File: src/rtl/gpio_port_pkg.sv
package gpio_port_pkg;

  typedef enum logic [1:0] {
    TRIG_NONE  = 2'd0,
    TRIG_LEVEL = 2'd1,
    TRIG_EDGE  = 2'd2,
    TRIG_BOTH  = 2'd3
  } trig_e;

  // bit0 en, bit1 dir_out, [3:2] trig, bit4 pol, bit5 db_en, bit6 irq_en
  typedef struct packed {
    logic  irq_en;
    logic  db_en;
    logic  pol;
    trig_e trig;
    logic  dir_out;
    logic  en;
  } pin_cfg_t;

  localparam logic [2:0] R_CFG  = 3'd0;
  localparam logic [2:0] R_DB   = 3'd1;
  localparam logic [2:0] R_IN   = 3'd2;
  localparam logic [2:0] R_OCTL = 3'd3;
  localparam logic [2:0] R_OVAL = 3'd4;
  localparam logic [2:0] R_ICLR = 3'd5;

  localparam int STATUS_OFFSET = 'h104;

endpackage

File: src/rtl/gpio_sync.sv
module gpio_sync #(
  parameter int W      = 8,
  parameter int STAGES = 2
) (
  input  logic         clk_i,
  input  logic         rst_ni,
  input  logic [W-1:0] d_i,
  output logic [W-1:0] q_o
);

  logic [STAGES-1:0][W-1:0] stg_q;

  always_ff @(posedge clk_i or negedge rst_ni) begin
    if (!rst_ni) stg_q[0] <= '0;
    else         stg_q[0] <= d_i;
  end

  for (genvar s = 1; s < STAGES; s++) begin : g_stage
    always_ff @(posedge clk_i or negedge rst_ni) begin
      if (!rst_ni) stg_q[s] <= '0;
      else         stg_q[s] <= stg_q[s-1];
    end
  end

  assign q_o = stg_q[STAGES-1];

endmodule

File: src/rtl/gpio_debounce.sv
module gpio_debounce #(
  parameter int THR_W = 8
) (
  input  logic             clk_i,
  input  logic             rst_ni,
  input  logic             tick_i,
  input  logic             en_i,
  input  logic [THR_W-1:0] thr_i,
  input  logic             raw_i,
  output logic             level_o
);

  logic             lvl_q;
  logic [THR_W-1:0] cnt_q;
  logic [THR_W:0]   cnt_nxt;
  logic             bypass;

  assign bypass  = !en_i || (thr_i == '0);
  assign cnt_nxt = {1'b0, cnt_q} + 1'b1;

  always_ff @(posedge clk_i or negedge rst_ni) begin
    if (!rst_ni) begin
      lvl_q <= 1'b0;
      cnt_q <= '0;
    end else if (bypass) begin
      lvl_q <= raw_i;
      cnt_q <= '0;
    end else if (raw_i == lvl_q) begin
      cnt_q <= '0;  // bounce back restarts the hold window
    end else if (tick_i) begin
      if (cnt_nxt >= {1'b0, thr_i}) begin
        lvl_q <= raw_i;
        cnt_q <= '0;
      end else begin
        cnt_q <= cnt_nxt[THR_W-1:0];
      end
    end
  end

  assign level_o = lvl_q;

endmodule

File: src/rtl/gpio_evt_det.sv
module gpio_evt_det
  import gpio_port_pkg::*;
(
  input  logic  clk_i,
  input  logic  rst_ni,
  input  logic  level_i,
  input  logic  armed_i,
  input  trig_e trig_i,
  input  logic  pol_i,
  output logic  evt_o
);

  logic prev_q;
  logic rise, fall, hit;

  always_ff @(posedge clk_i or negedge rst_ni) begin
    if (!rst_ni) prev_q <= 1'b0;
    else         prev_q <= level_i;
  end

  assign rise = level_i & ~prev_q;
  assign fall = ~level_i & prev_q;

  always_comb begin
    unique case (trig_i)
      TRIG_LEVEL: hit = (level_i == pol_i);
      TRIG_EDGE:  hit = pol_i ? rise : fall;
      TRIG_BOTH:  hit = rise | fall;
      default:    hit = 1'b0;
    endcase
  end

  assign evt_o = armed_i & hit;

endmodule

File: src/rtl/gpio_port_ctrl.sv
module gpio_port_ctrl
  import gpio_port_pkg::*;
#(
  parameter int NUM_PINS    = 8,
  parameter int DB_W        = 8,
  parameter int SYNC_STAGES = 2,
  parameter int ADDR_W      = 9,
  parameter int DATA_W      = 32
) (
  input  logic                clk_i,
  input  logic                rst_ni,
  input  logic                tick_ms_i,
  input  logic                bus_we_i,
  input  logic [ADDR_W-1:0]   bus_addr_i,
  input  logic [DATA_W-1:0]   bus_wdata_i,
  output logic [DATA_W-1:0]   bus_rdata_o,
  input  logic [NUM_PINS-1:0] pad_in_i,
  output logic [NUM_PINS-1:0] pad_out_o,
  output logic [NUM_PINS-1:0] pad_oe_o,
  output logic                irq_o
);

  localparam int PIN_SEL_W = 3;
  localparam int CFG_W     = $bits(pin_cfg_t);
  localparam logic [ADDR_W-3:0] STAT_WORD = (ADDR_W-2)'(STATUS_OFFSET >> 2);

  // decode
  logic                 pin_space, pin_hit, stat_hit, wr_pin;
  logic [PIN_SEL_W-1:0] pin_sel;
  logic [2:0]           reg_sel;

  assign pin_space = (bus_addr_i[ADDR_W-1:8] == '0);
  assign pin_sel   = bus_addr_i[7:5];
  assign reg_sel   = bus_addr_i[4:2];
  assign pin_hit   = pin_space && (int'(pin_sel) < NUM_PINS);
  assign stat_hit  = (bus_addr_i[ADDR_W-1:2] == STAT_WORD);
  assign wr_pin    = bus_we_i && pin_hit;

  // per-pin registers
  pin_cfg_t            cfg_q   [NUM_PINS];
  logic [DB_W-1:0]     thr_q   [NUM_PINS];
  logic [NUM_PINS-1:0] float_q;
  logic [NUM_PINS-1:0] oval_q;
  logic [NUM_PINS-1:0] status_q;
  logic [NUM_PINS-1:0] clr;
  logic [NUM_PINS-1:0] evt;
  logic [NUM_PINS-1:0] armed;
  logic [NUM_PINS-1:0] pad_sync;
  logic [NUM_PINS-1:0] pin_lvl;

  always_ff @(posedge clk_i or negedge rst_ni) begin
    if (!rst_ni) begin
      for (int p = 0; p < NUM_PINS; p++) begin
        cfg_q[p] <= '0;
        thr_q[p] <= '0;
      end
      float_q <= '1;
      oval_q  <= '0;
    end else if (wr_pin) begin
      for (int p = 0; p < NUM_PINS; p++) begin
        if (pin_sel == PIN_SEL_W'(p)) begin
          case (reg_sel)
            R_CFG:   cfg_q[p]   <= pin_cfg_t'(bus_wdata_i[CFG_W-1:0]);
            R_DB:    thr_q[p]   <= bus_wdata_i[DB_W-1:0];
            R_OCTL:  float_q[p] <= bus_wdata_i[0];
            R_OVAL:  oval_q[p]  <= bus_wdata_i[0];
            default: ;
          endcase
        end
      end
    end
  end

  always_comb begin
    for (int p = 0; p < NUM_PINS; p++) begin
      clr[p] = wr_pin && (pin_sel == PIN_SEL_W'(p)) && (reg_sel == R_ICLR) && bus_wdata_i[0];
    end
  end

  // input path
  gpio_sync #(
    .W      (NUM_PINS),
    .STAGES (SYNC_STAGES)
  ) u_sync (
    .clk_i  (clk_i),
    .rst_ni (rst_ni),
    .d_i    (pad_in_i),
    .q_o    (pad_sync)
  );

  for (genvar p = 0; p < NUM_PINS; p++) begin : g_pin
    gpio_debounce #(
      .THR_W (DB_W)
    ) u_db (
      .clk_i   (clk_i),
      .rst_ni  (rst_ni),
      .tick_i  (tick_ms_i),
      .en_i    (cfg_q[p].db_en),
      .thr_i   (thr_q[p]),
      .raw_i   (pad_sync[p]),
      .level_o (pin_lvl[p])
    );

    assign armed[p] = cfg_q[p].en & cfg_q[p].irq_en & (cfg_q[p].trig != TRIG_NONE);

    gpio_evt_det u_evt (
      .clk_i   (clk_i),
      .rst_ni  (rst_ni),
      .level_i (pin_lvl[p]),
      .armed_i (armed[p]),
      .trig_i  (cfg_q[p].trig),
      .pol_i   (cfg_q[p].pol),
      .evt_o   (evt[p])
    );

    assign pad_oe_o[p] = cfg_q[p].en & cfg_q[p].dir_out & ~float_q[p];
  end

  assign pad_out_o = oval_q;

  // pending: set beats clear
  always_ff @(posedge clk_i or negedge rst_ni) begin
    if (!rst_ni) status_q <= '0;
    else         status_q <= evt | (status_q & ~clr);
  end

  assign irq_o = |status_q;

  // read mux
  always_comb begin
    bus_rdata_o = '0;
    if (stat_hit) begin
      bus_rdata_o[NUM_PINS-1:0] = status_q;
    end else if (pin_hit) begin
      case (reg_sel)
        R_CFG:   bus_rdata_o[CFG_W-1:0] = cfg_q[pin_sel];
        R_DB:    bus_rdata_o[DB_W-1:0]  = thr_q[pin_sel];
        R_IN:    bus_rdata_o[0]         = pin_lvl[pin_sel];
        R_OCTL:  bus_rdata_o[0]         = float_q[pin_sel];
        R_OVAL:  bus_rdata_o[0]         = oval_q[pin_sel];
        default: ;
      endcase
    end
  end

  logic unused_bits;
  assign unused_bits = ^{bus_wdata_i[DATA_W-1:DB_W], bus_addr_i[1:0]};

endmodule

File: config.mk
export PLATFORM = sky130hd
export DESIGN_NAME = gpio_port_ctrl
export DESIGN_NICKNAME = d
export VERILOG_FILES = /design/src/rtl/gpio_port_pkg.sv /design/src/rtl/gpio_sync.sv /design/src/rtl/gpio_debounce.sv /design/src/rtl/gpio_evt_det.sv /design/src/rtl/gpio_port_ctrl.sv
export SDC_FILE = /design/constraint.sdc
export NUM_CORES = 1
export LEC_CHECK = 0
export BUFFER_PORTS_ARGS = -buffer_cell sky130_fd_sc_hd__buf_2
export CAP_MARGIN = 10
export CELL_PAD_IN_SITES_DETAIL_PLACEMENT = 1
export CELL_PAD_IN_SITES_GLOBAL_PLACEMENT = 1
export CORE_AREA = 2 2 172 174
export CTS_BUF_LIST = sky130_fd_sc_hd__clkbuf_2 sky130_fd_sc_hd__clkbuf_4 sky130_fd_sc_hd__clkbuf_8
export DETAILED_ROUTE_END_ITERATION = 10
export DIE_AREA = 0 0 174 176
export GPL_TIMING_DRIVEN = 0
export PLACE_DENSITY = 0.84
export RECOVER_POWER = 50
export SLEW_MARGIN = 20
export SYNTH_ARGS = -nofsm -noshare
export SYNTH_HDL_FRONTEND = slang
export SYNTH_SLANG_ARGS = --single-unit
File: constraint.sdc
create_clock -name clk_i -period 4.71 [get_ports clk_i]
set_clock_uncertainty 0.1 [all_clocks]
set_input_delay 0.7065 -clock clk_i [delete_from_list [all_inputs] [get_ports clk_i]]
set_output_delay 0.7065 -clock clk_i [all_outputs]
set_load 0.02 [all_outputs]
**Yosys cells after proc, flatten, opt, wreduce, memory -nomap -nowiden**

Index checks and enable logic that the tools add are counted.
W data, S select, Z words.

- Register bits: 240
- Input bits: 53
- Output and inout port bits: 49
- Word-level logic and storage cells: 492

- Add/subtract/negate cells: 8
- Magnitude comparators: 10
- Eq/ne operators: 61
- Muxes and demuxes: 97
- Bitwise operators: 93
- Reductions and logical operators: 124

Operators by type and width:

| cell | number |
|---|---|
| $mux W8 | 36 |
| $reduce_and A3 Y1 | 40 |
| $add A8 B1 Y9 const B | 8 |
| $ge A9 B8 Y1 | 8 |
| $logic_not A8 Y1 | 8 |
| $and A1 B1 Y1 | 56 |
| $reduce_bool A2 Y1 | 24 |
| $mux W1 | 44 |
| $eq A2 B2 Y1 const B | 16 |
| $logic_and A1 B1 Y1 | 25 |
| $not A1 Y1 | 25 |
| $bmux W8 S3 | 1 |
| $pmux W1 S3 | 8 |
| $reduce_bool A3 Y1 | 8 |
| $bmux W7 S3 | 1 |
| $eq A3 B3 Y1 const B | 6 |
| $eq A1 B1 Y1 | 16 |
| $eq A2 B1 Y1 const B | 8 |
| $ne A2 B1 Y1 const B | 8 |
| $mux W7 | 2 |
| $eq A3 B2 Y1 const B | 4 |
| $pmux W6 S2 | 1 |
| $bmux W1 S3 | 3 |
| $and A8 B8 Y8 | 1 |
| other kinds (13) | 36 |

**Logic depth before layout (Yosys ltp)**

- Depth after elaboration: 8
- Mapped depth: 12

**Modules after synthesis**

A second synthesis with hierarchy kept.

- Cells, all modules: 1416
- Area total of the unflattened synthesis: 15406.0 um2

Modules (own cells, without submodules):

| module | instances | cells each | area each (um2) | sequential area each (um2) |
|---|---|---|---|---|
| gpio_port_ctrl | 1 | 512 | 7228.2 | 3613.5 |
| gpio_debounce | 8 | 99 | 862.1 | 225.2 |
| gpio_evt_det | 8 | 11 | 102.6 | 25.0 |
| gpio_sync | 1 | 24 | 460.4 | 400.4 |

**Worst setup path before layout**

OpenSTA, ideal clock, no wires.

- Path type: reg-to-reg
- From: register g_pin[6].u_db.cnt_q[0]
- To: register g_pin[6].u_db.lvl_q
- Data arrival time: 2.755 ns
- Setup slack: 1.730 ns
- Stages on the path, launching flop included: 13
- Clock period less this slack: 2.980 ns
- Cell sequence: dfrtp_1 ha_1 nand3_1 or2_2 and2_1 or2_2 ha_1 and4_1 a21oi_1 o221a_2 buf_6 o21ai_2 mux2_2

- Longest elaborated chain between the ends: 4

Ends and longest elaborated chain:

| element | line | source |
|---|---|---|
| from (decl) | gpio_debounce.sv:14 | `logic [THR_W-1:0] cnt_q;` |
| from (signal assigned) | gpio_debounce.sv:35 | `cnt_q <= cnt_nxt[THR_W-1:0];` |
| $add A8 B1 Y9 | gpio_debounce.sv:19 | `assign cnt_nxt = {1'b0, cnt_q} + 1'b1;` |
| $ge A9 B8 Y1 | gpio_debounce.sv:31 | `if (cnt_nxt >= {1'b0, thr_i}) begin` |
| $reduce_bool A2 Y1 (no source line) | -- |  |
| $reduce_and A3 Y1 (no source line) | -- |  |
| to (signal assigned) | gpio_debounce.sv:26 | `lvl_q <= raw_i;` |
| to (signal assigned) | gpio_debounce.sv:32 | `lvl_q <= raw_i;` |
| to (decl) | gpio_debounce.sv:13 | `logic lvl_q;` |

Every way passes these cells.
A chain may end at the register's enable or synchronous reset.

**Worst setup path in the final report**

- From: input bus_addr_i[5]
- To: output bus_rdata_o[6]

- Longest elaborated chain between the ends: 7
- Elaborated cells on any way between the ends: 11

Ends and longest elaborated chain:

| element | line | source |
|---|---|---|
| from (decl) | gpio_port_ctrl.sv:14 | `input logic [ADDR_W-1:0] bus_addr_i,` |
| $not A3 Y4 (implied by the code) | gpio_port_ctrl.sv:136, gpio_port_ctrl.sv:137 |  |
| $bmux W8 S3 or $bmux W7 S3 (tied branches) | gpio_port_ctrl.sv:137, gpio_port_ctrl.sv:136 |  |
| $mux W8 (implied by the code) or $mux W7 (tied branches) (2 in a row) | gpio_port_ctrl.sv:137, gpio_port_ctrl.sv:136 |  |
| $pmux W6 S2 | gpio_port_ctrl.sv:135 | `case (reg_sel)` |
| $mux W8 | gpio_port_ctrl.sv:134 | `end else if (pin_hit) begin` |
| $mux W8 (*) | gpio_port_ctrl.sv:132 | `if (stat_hit) begin` |
| to (decl) | gpio_port_ctrl.sv:16 | `output logic [DATA_W-1:0] bus_rdata_o,` |

Every way passes the cells marked *; elsewhere a longest branch is shown, timed or not. The select of a mux whose other input is x is not followed.

==> out/summary.md <==
• finished, violations left — run status
• max-capacitance violations, max-slew violations — violated checks
• 13.2% — area share of and/or/nand/nor cells after synthesis
• 3.90 ns — critical path data required time
• 0.83 ns — biggest cell delay along the critical path
• sky130_fd_sc_hd__dfrtp_1 — Synth area leader
• 10 — maximum net fanout on the critical path
• 0 — count of synthesis-stage warnings from yosys
• sky130_fd_sc_hd__clkbuf_8 — clock root buffer
• 11.0 sq um — mean cell area of the mapped netlist
• 240 — post-synthesis register bit count
• pad_in_i[3] — launch instance of the worst min-delay path
• g_pin[7].u_db.cnt_q[0]$_DFFE_PN0P_ — reg-to-reg startpoint
• 240 — Sink Count
• 1.10 ns — setup slack, reg-to-reg
• 0.0306 sq mm — Die ar.
• 5 — detailed-routing iteration count for the pre-antenna-repair pass
• 3,153 — filler cell count in the final layout
• 1,555 — Final #Nets
• 0 — setup-violating endpoint count in the final report
• 0 — number of design rule violations left after detail routing
• 0.0142 sq mm — combined area of all synthesized cells
• 44.7 mm — final WL
• 0.06 ns — clock edge transition at the registers on the reported setup and hold paths
• 1,830 — fin cells
• 1 — number of max-capacitance violations reported
• 96 — count of final max-slew check failures
• 232 x sky130_fd_sc_hd__dfrtp_1, 156 x sky130_fd_sc_hd__nand2_1, 120 x sky130_fd_sc_hd__mux2_2 — most frequent cells in the layout
• 62 — floorplan row count
• -71.9% — Worst slew margin
• u_sync.stg_q[3]$_DFF_PN0_ — Hold Path End
• output port — endpoint class of the critical path
• sky130_fd_sc_hd__dfrtp_1 41%, sky130_fd_sc_hd__mux2_2 9.5%, sky130_fd_sc_hd__ha_1 7.7% — ranking of synthesized cells by area
• 0.57 ns — insertion delay of the later-clocked pin in the worst-skew pair
• 100% — proportion of register bits with asynchronous set or reset after synthesis
• sky130_fd_sc_hd__dfrtp_1 — Main synth FF type
• 331 mW/mm^2 — power per cell area
• 0 — count of endpoints failing hold in the final timing report
• 97 — largest net degree at the start of global routing
• input port to flip-flop — class of the tightest hold or removal check
• 0 — remaining antenna violation count after routing
• 1,752 — number of cells in the design after placement
• 24.4% — share of final-layout standard cells stronger than drive strength 1
• 0 — Post CTS Setup Buffer Count
• 0 — Antenna Cells
• 86.6% — share of the clock period used by the worst path
• 7.56 nW — leakage component of the power
• yes — CTS tree
• 11.4% — fraction of the mapped netlist area in compound gates
• sky130_fd_sc_hd__dfrtp_1 — most common library cell in the layout ignoring fill and taps
• input port to output port — startpoint-to-endpoint class of the critical path
• 43 — number of buffers created by CTS
• 24.4 microns — detailed-route wire length per cell
• 55.6% — post-route core utilization
• 4.08 ns — post-layout minimum cycle time
• 1,295 — Cells after Synth
• g_pin[7].u_db.level_o$_DFFE_PN0P_ — Reg2Reg Capture Point
• 42.3% — sequential fraction of the synthesis area
• 0 — remaining global-route overflow
• 48 — number of port buffers
• 0.0285 sq mm — core footprint
• 102 — IO Count
• 70 — number of unique standard cell types used by synthesis
• multiplexers — combinational family with the most area after synthesis
• 11.6% — area grow syn2layout
• 808 — Iter 0 DRT Violations
• g_pin.u_db.cnt_q (64), thr_q (64), cfg_q (56) — registers with the most flip-flops
• 11 — worst reg-to-reg path cell count
• sky130_fd_sc_hd__clkbuf_1 — cell at the slowest stage of the critical path
• 17.1% — mux cell area share after synthesis
• 258 uV — worst ir drop on vdd
• 3.27 ns — arrival time reported for the critical path endpoint
• 174 microns — Die Width
• 7.74% — adder-cell share of the synthesized area
• 5.26 mW — Design Power
• 2.96% — synthesized-area fraction occupied by xor and xnor cells
• input port — category of the worst setup path launch point
• 0 — post-CTS resize count
• 0.865 — routability cong.
• 12,300 — number of global-route vias before repair
• 0 — number of synthesized flops with an enable pin
• 2.58 ns — slew at the pin closest to its max-slew limit
• 3 — CTS max path bufs
• 1 — initial antenna violation count
• 176 microns — die span in y
• 1 — cell depth of the worst hold path
• 40.8% — Yosys top cell area share
• 29.5% — global-route total usage across every layer
• 31.9 mm — HPWL Detailed
• 6.23 — via density per instance
• sky130_fd_sc_hd__clkbuf_1 — Worst path most repeated cell
• 70.2 mm — global-route wire length before repair
• false — unrepaired setup endpoints after global routing
• 49.8% — starting density of the core
• 2 — htree depth
• clkbuf_1 -> clkbuf_1 -> mux4_2 -> mux2i_1 -> o22a_1 -> o21ai_0 -> buf_2 — cells traversed along the worst timing path
• 245 MHz — Peak Freq
• 11,400 — vias after detailed routing
==> cells in the mapped netlist (all sizes together) (4+ instances only) <==
library cell and n:
nand3 49, inv 88, nand2b 17, mux2 128
nand2 161, a211oi 13, nor2b 15, xor2 13
a31oi 7, nor4 4, and3b 9, a32o 29
xnor2 35, or2 14, mux2i 18, clkbuf 16
o211ai 23, a311oi 6, or4 16, nor2 38
o311ai 6, a21o 16, a22o 8, ha 88
dfrtp 232, o22ai 5, buf 51, and3 11
mux4 36, o22a 4, a211o 5, nor3 12
dfstp 8, o21ai 55, a21oi 28
==> worst max path at each step <==
stage                                                  start                            endpoint  cells past startpoint
after detailed placement  g_pin[7].u_db.cnt_q[0]$_DFFE_PN0P_   g_pin[7].u_db.level_o$_DFFE_PN0P_                     11
final                                          bus_addr_i[5]                      bus_rdata_o[6]                      7
after CTS                 g_pin[7].u_db.cnt_q[0]$_DFFE_PN0P_   g_pin[7].u_db.level_o$_DFFE_PN0P_                     11
after global placement                                rst_ni  g_pin[1].u_db.cnt_q[4]$_DFFE_PN0P_                      1
after global routing                           bus_addr_i[5]                      bus_rdata_o[0]                      8
after floorplan           g_pin[6].u_db.cnt_q[0]$_DFFE_PN0P_   g_pin[6].u_db.level_o$_DFFE_PN0P_                     12
==> final cells by class <==
| class | count | area [sq um] | share of cell area, % |
|---|---|---|---|
| clock buffer | 69 | 875 | 5.51 |
| sequential | 240 | 6020 | 37.9 |
| buffer | 67 | 378 | 2.38 |
| multi-input combinational | 923 | 7420 | 46.7 |
| clock inverter | 8 | 96.3 | 0.607 |
| timing repair buffer | 51 | 279 | 1.76 |
| tap | 384 | 480 | 3.03 |
| inverter | 88 | 330 | 2.08 |
==> where the power goes <==
group	internal [mW]	leakage, nW	total (mW)	switching (mW)
Combinational	0.287	3.94	0.686	0.399
Clock	1.29	0.514	2.20	0.916
Sequential	2.20	3.11	2.37	0.170
==> logic make-up (layout without fill, tap and decap cells) <==
family          after synthesis  count (layout)
flops                       240             240
xor+xnor                     48              48
fa+ha+maj                    88              88
compound gates              222             222
mux                         182             182
simple gates                359             359
other cells                   1              24
buf+inv                     155             283
==> repair_timing <==
| item | in CTS | in global routing |
|---|---|---|
| hold buffers | 1 | 0 |
| endpoints found under the setup margin | 0 | 0 |
| endpoints found under the hold margin | 45 | 0 |
==> critical path: cells and delay by family <==
kind / cells / cell delay (ns)
compound gates: 2 / 0.41
buf+inv: 3 / 1.22
mux: 2 / 0.91
==> per-stage QoR <==
stage / setup WS, ns / area (sq um) / hold WS (ns) / setup TNS (ns)
after global routing: 0.529 / 15900 / 0.139 / 0
final: 0.632 / 15900 / 0.151 / 0
after floorplan: 1.73 / 14300 / 0.231 / 0
after detailed placement: 1.08 / 15100 / 0.236 / 0
after CTS: 1.05 / 16100 / 0.138 / 0
after global placement: -1.50 / 15000 / 0.233 / -339.64
==> routing by layer <==
metal	global-route usage (%)	vias to the layer above	routed length (microns)
met1	37.9	5848	18400
met4	13.5	0	2100
met5	0	-	0
met3	4.67	156	2790
met2	49.5	472	21400
li1	-	4918	-
(Power assumes the default switching activity.)
